### config.mk
export PLATFORM = sky130hd
export DESIGN_NAME = gpio_rmw_port
export DESIGN_NICKNAME = d
export VERILOG_FILES = /design/src/rtl/gpio_rmw_pkg.sv /design/src/rtl/gpio_rst_sync.sv /design/src/rtl/gpio_sampler.sv /design/src/rtl/gpio_latches.sv /design/src/rtl/gpio_pad_drive.sv /design/src/rtl/gpio_rmw_port.sv
export SDC_FILE = /design/constraint.sdc
export NUM_CORES = 1
export LEC_CHECK = 0
export BUFFER_PORTS_ARGS = -buffer_cell sky130_fd_sc_hd__buf_4
export CORE_ASPECT_RATIO = 0.9
export CORE_UTILIZATION = 52
export CTS_CLUSTER_DIAMETER = 50
export DETAILED_ROUTE_END_ITERATION = 16
export PLACE_DENSITY_LB_ADDON = 0.15
export SYNTH_ARGS = -nofsm -noshare
export SYNTH_HDL_FRONTEND = slang
export SYNTH_SLANG_ARGS = --single-unit
### constraint.sdc
create_clock -name clk -period 1.1 [get_ports clk]
set_input_delay 0.11 -clock clk [delete_from_list [all_inputs] [get_ports clk]]
set_output_delay 0.11 -clock clk [all_outputs]
set_load 0.1 [all_outputs]
### src/rtl/gpio_rmw_pkg.sv
package gpio_rmw_pkg;

  typedef enum logic [1:0] {
    PH_Q1 = 2'd0,
    PH_Q2 = 2'd1,
    PH_Q3 = 2'd2,
    PH_Q4 = 2'd3
  } phase_e;

  typedef enum logic [2:0] {
    OP_NONE  = 3'd0,
    OP_WRITE = 3'd1,
    OP_READ  = 3'd2,
    OP_BSET  = 3'd3,
    OP_BCLR  = 3'd4,
    OP_DIRW  = 3'd5
  } op_e;

  function automatic logic op_samples(input op_e op);
    return (op == OP_READ) || (op == OP_BSET) || (op == OP_BCLR);
  endfunction

endpackage

### src/rtl/gpio_rst_sync.sv
module gpio_rst_sync #(
  parameter int STAGES = 2
) (
  input  logic clk,
  input  logic arst_n,
  output logic srst_n
);

  logic [STAGES-1:0] sync_q;
  logic [STAGES-1:0] sync_d;

  generate
    if (STAGES > 1) begin : g_chain
      assign sync_d = {sync_q[STAGES-2:0], 1'b1};
    end else begin : g_single
      assign sync_d = 1'b1;
    end
  endgenerate

  always_ff @(posedge clk or negedge arst_n) begin
    if (!arst_n) sync_q <= '0;
    else         sync_q <= sync_d;
  end

  assign srst_n = sync_q[STAGES-1];

endmodule

### src/rtl/gpio_sampler.sv
module gpio_sampler
  import gpio_rmw_pkg::*;
#(
  parameter int WIDTH = 8
) (
  input  logic             clk,
  input  logic             rst_n,
  input  phase_e           phase_i,
  input  op_e              op_i,
  input  logic [WIDTH-1:0] pad_i,
  output logic [WIDTH-1:0] smp_o
);

  logic             smp_en;
  logic [WIDTH-1:0] smp_d;
  logic [WIDTH-1:0] smp_q;

  assign smp_en = (phase_i == PH_Q1) && op_samples(op_i);

  always_comb begin
    smp_d = smp_q;
    if (smp_en) smp_d = pad_i;
  end

  always_ff @(posedge clk or negedge rst_n) begin
    if (!rst_n) smp_q <= '0;
    else        smp_q <= smp_d;
  end

  assign smp_o = smp_q;

  AST_SAMPLE_HOLD: assert property (@(posedge clk) disable iff (!rst_n)
    !((phase_i == PH_Q1) && op_samples(op_i)) |=> $stable(smp_o));

  AST_SAMPLE_LOAD: assert property (@(posedge clk) disable iff (!rst_n)
    ((phase_i == PH_Q1) && (op_i == OP_READ)) |=> (smp_o == $past(pad_i)));

  AST_IDLE_SAMPLE: assert property (@(posedge clk) disable iff (!rst_n)
    (op_i == OP_NONE) |=> $stable(smp_o));

endmodule

### src/rtl/gpio_latches.sv
module gpio_latches
  import gpio_rmw_pkg::*;
#(
  parameter int WIDTH = 8,
  parameter int IDX_W = 3
) (
  input  logic             clk,
  input  logic             rst_n,
  input  phase_e           phase_i,
  input  op_e              op_i,
  input  logic [IDX_W-1:0] bit_i,
  input  logic [WIDTH-1:0] wdata_i,
  input  logic [WIDTH-1:0] smp_i,
  output logic [WIDTH-1:0] lat_o,
  output logic [WIDTH-1:0] dir_o
);

  logic             commit_en;
  logic [WIDTH-1:0] mask;
  logic [WIDTH-1:0] lat_d;
  logic [WIDTH-1:0] lat_q;
  logic [WIDTH-1:0] dir_d;
  logic [WIDTH-1:0] dir_q;

  assign commit_en = (phase_i == PH_Q4);

  always_comb begin
    mask        = '0;
    mask[bit_i] = 1'b1;
  end

  // next-state: read-modify-write works on the Q1 pin sample
  always_comb begin
    lat_d = lat_q;
    dir_d = dir_q;
    unique case (op_i)
      OP_WRITE: lat_d = wdata_i;
      OP_BSET:  lat_d = smp_i | mask;
      OP_BCLR:  lat_d = smp_i & ~mask;
      OP_DIRW:  dir_d = wdata_i;
      default:  ;
    endcase
  end

  // data latches carry no reset: their power-up content is undefined
  always_ff @(posedge clk) begin
    if (commit_en) lat_q <= lat_d;
  end

  always_ff @(posedge clk or negedge rst_n) begin
    if (!rst_n)         dir_q <= '1;
    else if (commit_en) dir_q <= dir_d;
  end

  assign lat_o = lat_q;
  assign dir_o = dir_q;

  AST_RESET_INPUTS: assert property (@(posedge clk) disable iff (!rst_n)
    $rose(rst_n) |-> (dir_o == '1));

  AST_WRITE_LOAD: assert property (@(posedge clk) disable iff (!rst_n)
    ((phase_i == PH_Q4) && (op_i == OP_WRITE)) |=> (lat_o == $past(wdata_i)));

  AST_DIR_LOAD: assert property (@(posedge clk) disable iff (!rst_n)
    ((phase_i == PH_Q4) && (op_i == OP_DIRW)) |=> (dir_o == $past(wdata_i)));

  AST_BSET_BIT: assert property (@(posedge clk) disable iff (!rst_n)
    ((phase_i == PH_Q4) && (op_i == OP_BSET)) |=> lat_o[$past(bit_i)]);

  AST_BCLR_BIT: assert property (@(posedge clk) disable iff (!rst_n)
    ((phase_i == PH_Q4) && (op_i == OP_BCLR)) |=> !lat_o[$past(bit_i)]);

  AST_IDLE_HOLD: assert property (@(posedge clk) disable iff (!rst_n)
    (op_i == OP_NONE) |=> ($stable(lat_o) && $stable(dir_o)));

  AST_COMMIT_Q4_ONLY: assert property (@(posedge clk) disable iff (!rst_n)
    (phase_i != PH_Q4) |=> ($stable(lat_o) && $stable(dir_o)));

endmodule

### src/rtl/gpio_pad_drive.sv
module gpio_pad_drive #(
  parameter int WIDTH = 8
) (
  input  logic [WIDTH-1:0] lat_i,
  input  logic [WIDTH-1:0] dir_i,
  output logic [WIDTH-1:0] pad_o,
  output logic [WIDTH-1:0] pad_oe_o
);

  generate
    for (genvar g = 0; g < WIDTH; g++) begin : g_pad
      assign pad_oe_o[g] = ~dir_i[g];
      assign pad_o[g]    = dir_i[g] ? 1'b0 : lat_i[g];
    end
  endgenerate

endmodule

### src/rtl/gpio_rmw_port.sv
module gpio_rmw_port
  import gpio_rmw_pkg::*;
#(
  parameter int WIDTH       = 8,
  parameter int SYNC_STAGES = 2,
  localparam int IDX_W      = (WIDTH > 1) ? $clog2(WIDTH) : 1
) (
  input  logic             clk,
  input  logic             rst_n,
  input  logic [1:0]       phase_i,
  input  logic [2:0]       op_i,
  input  logic [IDX_W-1:0] bit_i,
  input  logic [WIDTH-1:0] wdata_i,
  output logic [WIDTH-1:0] rdata_o,
  input  logic [WIDTH-1:0] pad_i,
  output logic [WIDTH-1:0] pad_o,
  output logic [WIDTH-1:0] pad_oe_o
);

  logic             srst_n;
  phase_e           phase;
  op_e              op;
  logic [WIDTH-1:0] smp;
  logic [WIDTH-1:0] lat;
  logic [WIDTH-1:0] dir;

  assign phase = phase_e'(phase_i);
  assign op    = op_e'(op_i);

  gpio_rst_sync #(
    .STAGES (SYNC_STAGES)
  ) i_rst_sync (
    .clk    (clk),
    .arst_n (rst_n),
    .srst_n (srst_n)
  );

  gpio_sampler #(
    .WIDTH (WIDTH)
  ) i_sampler (
    .clk     (clk),
    .rst_n   (srst_n),
    .phase_i (phase),
    .op_i    (op),
    .pad_i   (pad_i),
    .smp_o   (smp)
  );

  gpio_latches #(
    .WIDTH (WIDTH),
    .IDX_W (IDX_W)
  ) i_latches (
    .clk     (clk),
    .rst_n   (srst_n),
    .phase_i (phase),
    .op_i    (op),
    .bit_i   (bit_i),
    .wdata_i (wdata_i),
    .smp_i   (smp),
    .lat_o   (lat),
    .dir_o   (dir)
  );

  gpio_pad_drive #(
    .WIDTH (WIDTH)
  ) i_pad_drive (
    .lat_i    (lat),
    .dir_i    (dir),
    .pad_o    (pad_o),
    .pad_oe_o (pad_oe_o)
  );

  assign rdata_o = smp;

  AST_RESET_RELEASED: assert property (@(posedge clk) disable iff (!srst_n)
    $rose(srst_n) |-> (pad_oe_o == '0));

endmodule

==> run_results.csv, run 1 <==
group,metric,value,unit
status,run_status,"stopped before the end",
status,outcome.stop_stage,"clock tree synthesis",
status,tool.error,"[ERROR DPL-0038] Utilization greater than 100%, impossible to legalize",
floorplanning,die_x,55.0,um
clock_network,cts_made_buffers,3,
yosys,synth-seq-cells,26,
clock_network,cts_repair_resize_count,100,
yosys,avgSynthCellArea,13.7,sq um
placed_design,hpwl,2130,um
yosys,synthAdderAreaFrac,0,%
yosys,synth_xor_area_share,0,%
placed_design,portBuffers,49,
clock_network,post-cts-setup-buffer-count,2,
yosys,synth_top_family_by_area,"multiplexers",
yosys,synth-compound-area-share,1.05,%
yosys,syn-num-nets,122,
clock_network,cts-hold-fix-buffers,1,
clock_network,cts_max_path_buffers,2,
yosys,synth-simple-area-share,12.0,%
yosys,synthMuxAreaShare,29.7,%
clock_network,cts_root_buffer,"clkbuf_4",
floorplanning,num_rows,16,
yosys,synth.distinct_cells,22,
yosys,synth_cells,96,
yosys,synth-seq-area-share,53.2,%
clock_network,htree_levels,1,
placed_design,place_congestion,0.793,
floorplanning,start_util,57.7,%
clock_network,cts.sinks,26,
yosys,ys_warn_count,0,
floorplanning,pin_count,50,
placed_design,place_area,1980,sq um
yosys,synthesis.area,1320,sq um
floorplanning,chipHeight,49.7,um
==> Yosys cell counts (all sizes together) <==
library cell,number,share of area (%)
mux2,32,30
dfrtp,10,19
nor2b,9,4.3
dfstp,8,16
edfxtp,8,18
inv,8,2.3
nand2b,3,1.4
nand3b,3,1.7
nor3b,3,1.7
buf,2,1.2
a211o,1,0.67
a21oi,1,0.38
and3b,1,0.67
clkbuf,1,0.28
conb,1,0.28
nand2,1,0.28
nand3,1,0.38
nand4,1,0.48
nor3,1,0.38
or3b,1,0.67
==> metrics by stage <==
| stage | utilization, % | worst slack (ns) | cells | hold WS [ns] |
|---|---|---|---|---|
| after detailed placement | 86.6 | -0.473 | 186 | -0.104 |
| after global placement | 86.6 | -0.423 | 186 | -0.108 |
| after floorplan | - | -0.307 | 96 | -0.186 |
==> cell families after synthesis <==
logic type,count (synthesis)
buffers and inverters,11
flip-flops,26
AND/OR/NAND/NOR,24
multiplexers,32
AO/OA/AOI/OAI,2
other,1
==> run 2: changes to the inputs <==
Settings changed: CORE_AREA from default to 2 2 63 65, CORE_ASPECT_RATIO 0.9 to default, CORE_UTILIZATION 52 to default, CTS_CLUSTER_DIAMETER 50 to default, DIE_AREA from default to 0 0 65 67.
==> run 2 against run 1 <==
The flow now finishes, with violations (setup timing). Synthesized area is the same. Synthesized cell count is the same.
==> run_results.csv, run 2 <==
group,metric,value,unit
status,run_status,"finished with violations",
status,violations,"setup timing",
yosys,avgSynthCellArea,13.7,sq um
power,pwr-share-seq,28.3,%
setup_path,critical_path_required,1.12,ns
yosys,syn-num-nets,122,
setup_path,cp.depth,2,
route,top_layer,"met4",
clock_network,cts_max_path_buffers,2,
setup_path,r2r-start,"i_sampler.smp_o[0]",
floorplanning,start_util,36.5,%
floorplanning,core,3610,sq um
route,wire_per_inst,14.5,um
clock_network,clock_latency,0.26,ns
power,p_total,4.98,mW
yosys,synth_flop_cell,"dfrtp_1",
setup_path,crit_buf_inv,0,
layout,mostFrequentLayoutCell,"buf_4",
clock_network,cts_tree,"yes",
setup_path,crit_top_cell,"mux2_4",
setup_path,worstPathCellList,"mux2_4 > mux2_4",
worst_hold_path,min-delay-path-class,"input port to flop",
clock_network,cts_root_buffer,"clkbuf_8",
global_route,grt_pass1_wl,5090,um
route,drt-pass1-iter-count,4,
layout,finalNetCount,194,
route,wl_met1,1290,um
timing,fin_crit_sh,114,%
yosys,yosys.area.top_type,"mux2_2",
power,p_int,2.82,mW
layout,final_cell_mix,"34 x buf_4, 27 x buf_12, 18 x mux2_4",
route,ant_nets,0,
route,drt_wl_total,3110,um
yosys,synth.distinct_cells,22,
worst_hold_path,holdPathStages,2,
yosys,ys_warn_count,0,
global_route,grt_max_degree,17,
timing,fmax,799,MHz
timing,finalSetupViolCount,40,
timing,whs,0.0667,ns
setup_path,critical_path_class,"flop to flop",
setup_path,cpLargestDelayFamily,"multiplexers",
setup_path,slowest_delay,0.49,ns
yosys,synth-seq-area-share,53.2,%
route,drt_iter0_drc,19,
power,leakagePower,1.11,nW
setup_path,rr_worst_depth,2,
layout,areaGrowthSynthToFinish,86.4,%
clock_network,clk_pin_slew,0.09,ns
yosys,synthesis.area,1320,sq um
placed_design,pre_cts_ws,-0.479,ns
timing,clock_skew,0.00473,ns
placed_design,place_congestion,0.704,
yosys,yosysMostFrequentCell,"mux2_2",
route,dr_wl_met3,85,um
yosys,synth_top_cell_area_share,20.5,%
yosys,synthTopCellsByCount,"24 x mux2_2, 10 x dfrtp_1, 9 x nor2b_1",
clock_network,cts_made_buffers,3,
yosys,synth_area_leaders,"mux2_2 21%, dfrtp_1 19%, edfxtp_1 18%, dfstp_2 16%, mux2_4 9.1%",
route,drc,0,
yosys,synth-simple-area-share,12.0,%
yosys,synthAdderAreaFrac,0,%
job,drv_cap,0,
timing,worst_slack,-0.152,ns
power,powerDensity,2030,nW/um^2
floorplanning,pin_count,50,
route,vias_per_cell,4.62,
setup_path,worst-path-max-fanout,2,
placed_design,hpwl,2250,um
floorplanning,die_area,4360,sq um
yosys,synth_top_family_by_area,"multiplexers",
floorplanning,die_x,65,um
yosys,synth_xor_area_share,0,%
layout,n_antenna_cell,0,
timing,rsz0062_at_grt,"true",
yosys,synthMuxAreaShare,29.7,%
global_route,grt_pass1_vias,1092,
yosys,synth-edff-count,8,
global_route,grt_overflow,0,
setup_path,cp_slowest_cell,"dfrtp_4",
layout,drive_gt1_share,84.4,%
floorplanning,num_rows,22,
yosys,synth_cells,96,
yosys,async_flop_share,69.2,%
timing,final_max_slew_viol_count,0,
power,p_clk_share,12.2,%
power,swShare,43.4,%
global_route,antenna_found_initial,0,
setup_path,reg2reg_to,"i_latches.lat_o[0]",
floorplanning,chipHeight,67,um
placed_design,portBuffers,49,
power,power_frac_comb,59.5,%
setup_path,cp.arrival,1.27,ns
yosys,synth-seq-cells,26,
setup_path,r2r_slack,-0.15,ns
setup_path,end_kind,"flop",
route,dr_wl_met2,1720,um
worst_hold_path,min-delay-start,"pad_i[7]",
route,vias,994,
setup_path,crit_path_start_kind,"flop",
timing,hold_viol_final,0,
power,ir_worst_vdd,1250,uV
worst_hold_path,holdPathEnd,"i_sampler.smp_o[7]",
clock_network,cts.sinks,26,
timing,setup_tns,-3.17,ns
clock_network,htree_levels,1,
layout,utilization,68.0,%
timing,post-route-min-period,1.25,ns
yosys,synth-compound-area-share,1.05,%
power,netSwitchingPower,2.16,mW
global_route,track_usage,15.5,%
[run 2: worst max-delay path by stage]
stage / startpoint / to / slack (ns)
after global placement: op_i[1] / i_sampler.smp_o[1] / -0.44
after floorplan: i_sampler.smp_o[1] / i_latches.lat_o[1] / -0.31
final: i_sampler.smp_o[0] / i_latches.lat_o[0] / -0.15
after CTS: i_sampler.smp_o[0] / i_latches.lat_o[0] / -0.15
after global routing: i_sampler.smp_o[7] / i_latches.lat_o[7] / -0.17
after detailed placement: op_i[1] / i_sampler.smp_o[6] / -0.48
[run 2: repair_timing]
item                       4_1_cts  5_1_grt
pin swaps                        2        2
hold endpoints to repair         2        0
resized for setup               91        6
hold buffers                     1        0
setup endpoints to repair       40       40
buffers inserted                 3        0
[run 2: stage by stage]
step	instances	cell area [sq um]
after floorplan	96	1430
after global placement	207	2000
after detailed placement	207	2000
after CTS	215	2430
after global routing	215	2450
final	215	2450
[run 2: power groups by stage]
stage / combinational (mW) / clock [mW] / sequential (mW)
after global routing: 3.05 / 0.681 / 1.43
after floorplan: 1.22 / 0 / 1.92
after detailed placement: 2.30 / 0 / 1.40
after global placement: 2.29 / 0 / 1.39
final: 2.96 / 0.610 / 1.41
after CTS: 2.95 / 0.637 / 1.40
[run 2: kinds of logic (layout without fill, tap and decap cells)]
| family | Yosys count | after routing |
|---|---|---|
| muxes | 32 | 32 |
| AOI/OAI and AO/OA | 2 | 2 |
| other | 1 | 1 |
| and+or+nand+nor | 24 | 24 |
| buffers and inverters | 11 | 82 |
| DFF | 26 | 26 |
[run 2: routing by layer]
| metal | track usage [%] | vias to the layer above |
|---|---|---|
| met2 | 28.1 | 25 |
| met5 | 0 | - |
| met3 | 2.03 | 2 |
| met4 | 3.19 | 0 |
| met1 | 19.7 | 492 |
| li1 | - | 475 |
[run 2: layout make-up]
| type | instances | area [sq um] |
|---|---|---|
| tap | 48 | 60.1 |
| fill | 254 | 1150 |
| sequential | 26 | 731 |
| timing repair buffer | 70 | 896 |
| multi-input combinational | 59 | 682 |
| inverter | 8 | 30.0 |
| clock buffer | 4 | 55.1 |
No activity file was read; power rests on OpenSTA's default activity.
==> run 3: changes to the inputs <==
Clock period 1.1 ns to 1 ns, I/O delays scaled along.
==> run 3 against run 2 <==
The run still ends with setup timing left. Clock skew rose by 0.00053 ns. Worst hold slack worse by 0.010 ns. Die area unchanged. Critical path type unchanged. Utilization rose by 0.21 points. Cell count did not move. Clock-buffer cell count is the same. Sequential cell count did not move.
==> run_results.csv, run 3 (synthesized netlist as in run 2, its figures left out) <==
group,metric,value,unit
global_route,antenna_found_initial,0,
power,p_total,5.48,mW
clock_network,cts_max_path_buffers,2,
global_route,track_usage,15.6,%
power,netSwitchingPower,2.38,mW
power,pwr-share-seq,28.3,%
power,leakagePower,1.11,nW
timing,final_max_slew_viol_count,0,
setup_path,critical_path_class,"flop to flop",
clock_network,htree_levels,1,
power,powerDensity,2230,nW/um^2
setup_path,rr_worst_depth,2,
layout,final_cell_mix,"32 x buf_4, 27 x buf_12, 18 x mux2_4",
floorplanning,die_x,65,um
route,vias,994,
setup_path,r2r_slack,-0.25,ns
setup_path,reg2reg_to,"i_latches.lat_o[0]",
timing,finalSetupViolCount,48,
layout,mostFrequentLayoutCell,"buf_4",
route,drt-pass1-iter-count,4,
timing,worst_slack,-0.252,ns
route,drt_iter0_drc,18,
setup_path,end_kind,"flop",
power,swShare,43.4,%
layout,areaGrowthSynthToFinish,87.0,%
global_route,grt_max_degree,17,
global_route,grt_overflow,0,
setup_path,crit_path_start_kind,"flop",
power,p_int,3.11,mW
timing,rsz0062_at_grt,"true",
clock_network,cts_tree,"yes",
route,drc,0,
clock_network,cts.sinks,26,
placed_design,hpwl,2250,um
route,vias_per_cell,4.62,
route,wire_per_inst,14.5,um
layout,fillers,252,
route,ant_nets,0,
placed_design,place_congestion,0.704,
status,run_status,"finished with violations",
timing,setup_tns,-7.12,ns
setup_path,worst-path-max-fanout,2,
setup_path,cp.arrival,1.27,ns
clock_network,cts_root_buffer,"clkbuf_8",
setup_path,crit_start,"i_sampler.smp_o[0]",
floorplanning,chipHeight,67,um
clock_network,cts_made_buffers,3,
global_route,grt_pass1_wl,5110,um
setup_path,r2r-start,"i_sampler.smp_o[0]",
status,violations,"setup timing",
layout,n_antenna_cell,0,
timing,clock_skew,0.00526,ns
power,ir_worst_vdd,1380,uV
setup_path,cp-endpoint,"i_latches.lat_o[0]",
route,drt_wl_total,3130,um
timing,fmax,799,MHz
floorplanning,num_rows,22,
floorplanning,core,3610,sq um
layout,multiInputGateArea,682,sq um
timing,post-route-min-period,1.25,ns
clock_network,clock_latency,0.26,ns
floorplanning,pin_count,50,
layout,ff_latch_area,731,sq um
layout,finalNetCount,194,
placed_design,portBuffers,49,
job,drv_cap,0,
layout,drive_gt1_share,84.4,%
clock_network,clk_pin_slew,0.09,ns
global_route,grt_pass1_vias,1093,
power,p_clk_share,12.2,%
floorplanning,die_area,4360,sq um
floorplanning,start_util,36.5,%
setup_path,critical_path_required,1.02,ns
worst_hold_path,min-delay-path-class,"input port to flop",
timing,fin_crit_sh,125,%
timing,hold_viol_final,0,
power,power_frac_comb,59.5,%
## run 3: cell count changes in the layout (fill, tap and decap cells not counted)
| cell | delta |
|---|---|
| buf_4 | -2 |
| buf_6 | +2 |
## run 3: layout make-up
class / instances / share of cell area (%)
Sequential cell: 26 / 29.7
Timing Repair Buffer: 70 / 36.7
Inverter: 8 / 1.22
Clock buffer: 4 / 2.24
Multi-Input combinational cell: 59 / 27.7
Tap cell: 48 / 2.44
## run 3: power by group through the flow
stage               clock network (mW)  logic, mW  registers (mW)
detailed placement                   0       2.54            1.54
finish                           0.671       3.26            1.55
floorplan                            0       1.34            2.11
global route                     0.749       3.36            1.58
global placement                     0       2.52            1.53
CTS                              0.701       3.24            1.54
## run 3: repair_timing
action | in CTS | in global routing
endpoints found under the hold margin | 2 | 0
resized for setup | 92 | 7
endpoints found under the setup margin | 48 | 48
buffers inserted | 3 | 0
pin swaps | 2 | 2
hold buffers | 1 | 0
## run 3: worst max-delay path, stage by stage, from the launching register on
cell and delay [ns]:
dfrtp_4 0.49, mux2_4 0.27, mux2_4 0.25
## run 3: metrics by stage
stage / cells / setup slack [ns] / hold slack (ns) / utilization, % / area, sq um
floorplan: 96 / -0.407 / -0.196 / - / 1430
global route: 215 / -0.268 / 0.0489 / 68.3 / 2460
global placement: 207 / -0.530 / -0.117 / 55.6 / 2000
finish: 215 / -0.252 / 0.0564 / 68.3 / 2460
CTS: 215 / -0.247 / 0.0511 / 67.5 / 2430
detailed placement: 207 / -0.569 / -0.117 / 55.6 / 2000
## run 3: worst min path at each step
stage | start | to | slack, ns | depth (start not counted)
floorplan | rst_n | i_rst_sync.sync_q[0] | -0.20 | 0
global placement | rst_n | i_rst_sync.sync_q[0] | -0.12 | 1
detailed placement | rst_n | i_rst_sync.sync_q[0] | -0.12 | 1
CTS | pad_i[7] | i_sampler.smp_o[7] | 0.05 | 2
global route | pad_i[7] | i_sampler.smp_o[7] | 0.05 | 2
finish | pad_i[7] | i_sampler.smp_o[7] | 0.06 | 2
## run 3: metal layers
| layer | share of wire (%) | GRT usage (%) |
|---|---|---|
| met1 | 42 | 19.9 |
| met3 | 2.9 | 2.03 |
| met5 | 0 | 0 |
| met4 | 0.42 | 3.19 |
| met2 | 55 | 28.1 |
==> run 4: changes to the inputs <==
Settings changed: CELL_PAD_IN_SITES_DETAIL_PLACEMENT from default to 0, CELL_PAD_IN_SITES_GLOBAL_PLACEMENT from default to 2, CORE_AREA 2 2 63 65 to default, CORE_UTILIZATION from default to 28, DIE_AREA 0 0 65 67 to default.
==> run 4 against run 3 <==
The run ends with DRC, setup timing left. Utilization is 13 points lower. Routed wire length increased by 7.4%. Worst hold slack lost 0.0018 ns. Clock power down 8.8%. Register-to-register slack about the same. Combinational power barely moved. Sequential share of layout area up 0.32 points.
==> run_results.csv, run 4 (synthesized netlist as in run 2, its figures left out) <==
group,metric,value,unit
global_route,grt_overflow,0,
global_route,antenna_found_initial,0,
power,ir_worst_vdd,1300,uV
layout,final_cell_mix,"36 x buf_4, 26 x buf_12, 18 x mux2_4",
placed_design,portBuffers,49,
timing,final_max_slew_viol_count,0,
setup_path,r2r_slack,-0.25,ns
floorplanning,core,4440,sq um
layout,utilization,54.8,%
layout,areaGrowthSynthToFinish,85.0,%
placed_design,pre_cts_ws,-0.521,ns
timing,fin_crit_sh,125,%
global_route,grt_max_degree,17,
route,drc,8,
status,run_status,"finished with violations",
setup_path,cp-endpoint,"i_latches.lat_o[6]",
global_route,grt_pass1_wl,5390,um
setup_path,critical_path_class,"flop to flop",
route,drt-pass1-iter-count,9,
floorplanning,chipHeight,70.6,um
layout,finalNetCount,195,
floorplanning,pin_count,50,
route,vias,1011,
clock_network,htree_levels,1,
floorplanning,die_x,70.6,um
layout,mostFrequentLayoutCell,"buf_4",
setup_path,crit_path_start_kind,"flop",
clock_network,cts_tree,"yes",
setup_path,worstPathCellList,"mux2_4 > mux2_4",
floorplanning,start_util,29.6,%
layout,n_antenna_cell,0,
setup_path,r2r-start,"i_sampler.smp_o[6]",
global_route,track_usage,14.2,%
timing,fmax,798,MHz
layout,drive_gt1_share,83.3,%
timing,hold_viol_final,0,
setup_path,end_kind,"flop",
setup_path,cp.arrival,1.28,ns
timing,clock_skew,0.00391,ns
timing,rsz0062_at_grt,"true",
setup_path,crit_top_cell,"mux2_4",
setup_path,worst-path-max-fanout,2,
setup_path,cp_slowest_cell,"dfrtp_4",
clock_network,cts_max_path_buffers,2,
placed_design,place_congestion,0.726,
timing,setup_tns,-7.63,ns
worst_hold_path,holdPathStages,2,
power,powerDensity,2210,nW/um^2
timing,whs,0.0547,ns
power,leakagePower,1.10,nW
clock_network,cts_root_buffer,"clkbuf_8",
global_route,grt_pass1_vias,1116,
layout,fillers,386,
status,violations,"DRC, setup timing",
route,wire_per_inst,15.3,um
route,vias_per_cell,4.60,
route,drt_wl_total,3360,um
route,ant_nets,0,
setup_path,rr_worst_depth,2,
clock_network,clock_latency,0.27,ns
floorplanning,die_area,4980,sq um
setup_path,reg2reg_to,"i_latches.lat_o[6]",
clock_network,cts_made_buffers,3,
job,drv_cap,0,
timing,worst_slack,-0.253,ns
route,drt_iter0_drc,46,
setup_path,crit_start,"i_sampler.smp_o[6]",
placed_design,hpwl,2400,um
timing,finalSetupViolCount,48,
setup_path,critical_path_required,1.03,ns
floorplanning,num_rows,24,
worst_hold_path,min-delay-path-class,"input port to flop",
clock_network,clk_pin_slew,0.09,ns
setup_path,slowest_delay,0.50,ns
timing,post-route-min-period,1.25,ns
clock_network,cts.sinks,26,
## run 4: report_power, final
| part | switching, mW | internal, mW |
|---|---|---|
| registers | 0.165 | 1.38 |
| clock network | 0.326 | 0.285 |
| logic | 1.88 | 1.35 |
## run 4: worst min path at each step
| stage | start | endpoint | slack, ns |
|---|---|---|---|
| global route | pad_i[7] | i_sampler.smp_o[7] | 0.04 |
| finish | pad_i[7] | i_sampler.smp_o[7] | 0.05 |
| global placement | rst_n | i_rst_sync.sync_q[0] | -0.12 |
| detailed placement | rst_n | i_rst_sync.sync_q[0] | -0.12 |
| CTS | pad_i[4] | i_sampler.smp_o[4] | 0.05 |
| floorplan | rst_n | i_rst_sync.sync_q[0] | -0.20 |
## run 4: critical path: cells and delay by family (launching register included)
family	cells	cell delay [ns]
flip-flops	1	0.50
multiplexers	2	0.51
## run 4: stage by stage
| stage | power [mW] | cells | area (sq um) |
|---|---|---|---|
| 5_1_grt | 5.58 | 220 | 2430 |
| 3_3_place_gp | 4.05 | 212 | 2000 |
| 4_1_cts | 5.37 | 218 | 2380 |
| 6_report | 5.39 | 220 | 2430 |
| 3_5_place_dp | 4.08 | 212 | 2000 |
| 2_1_floorplan | 3.45 | 96 | 1430 |
## run 4: final cells by class
type	count	area (sq um)	share of cell area (%)
flip-flops and latches	26	731	30.0
multi-input cells	59	673	27.6
inverters	8	30.0	1.23
repair buffers	71	891	36.6
clock buffers	4	45.0	1.85
well taps	52	65.1	2.67
## run 4: metal layers
metal	wire [um]	track usage [%]	part of all wire, %
met1	1360	16.1	40
met4	33	4.44	0.98
met3	181	3.70	5.4
met2	1790	26.1	53
met5	0	0	0
## run 4: what timing repair did
action	CTS	global route
pin swaps	0	1
endpoints found under the setup margin	48	48
hold buffers	1	0
resized for setup	85	11
hold endpoints to repair	2	0
buffers inserted	1	3
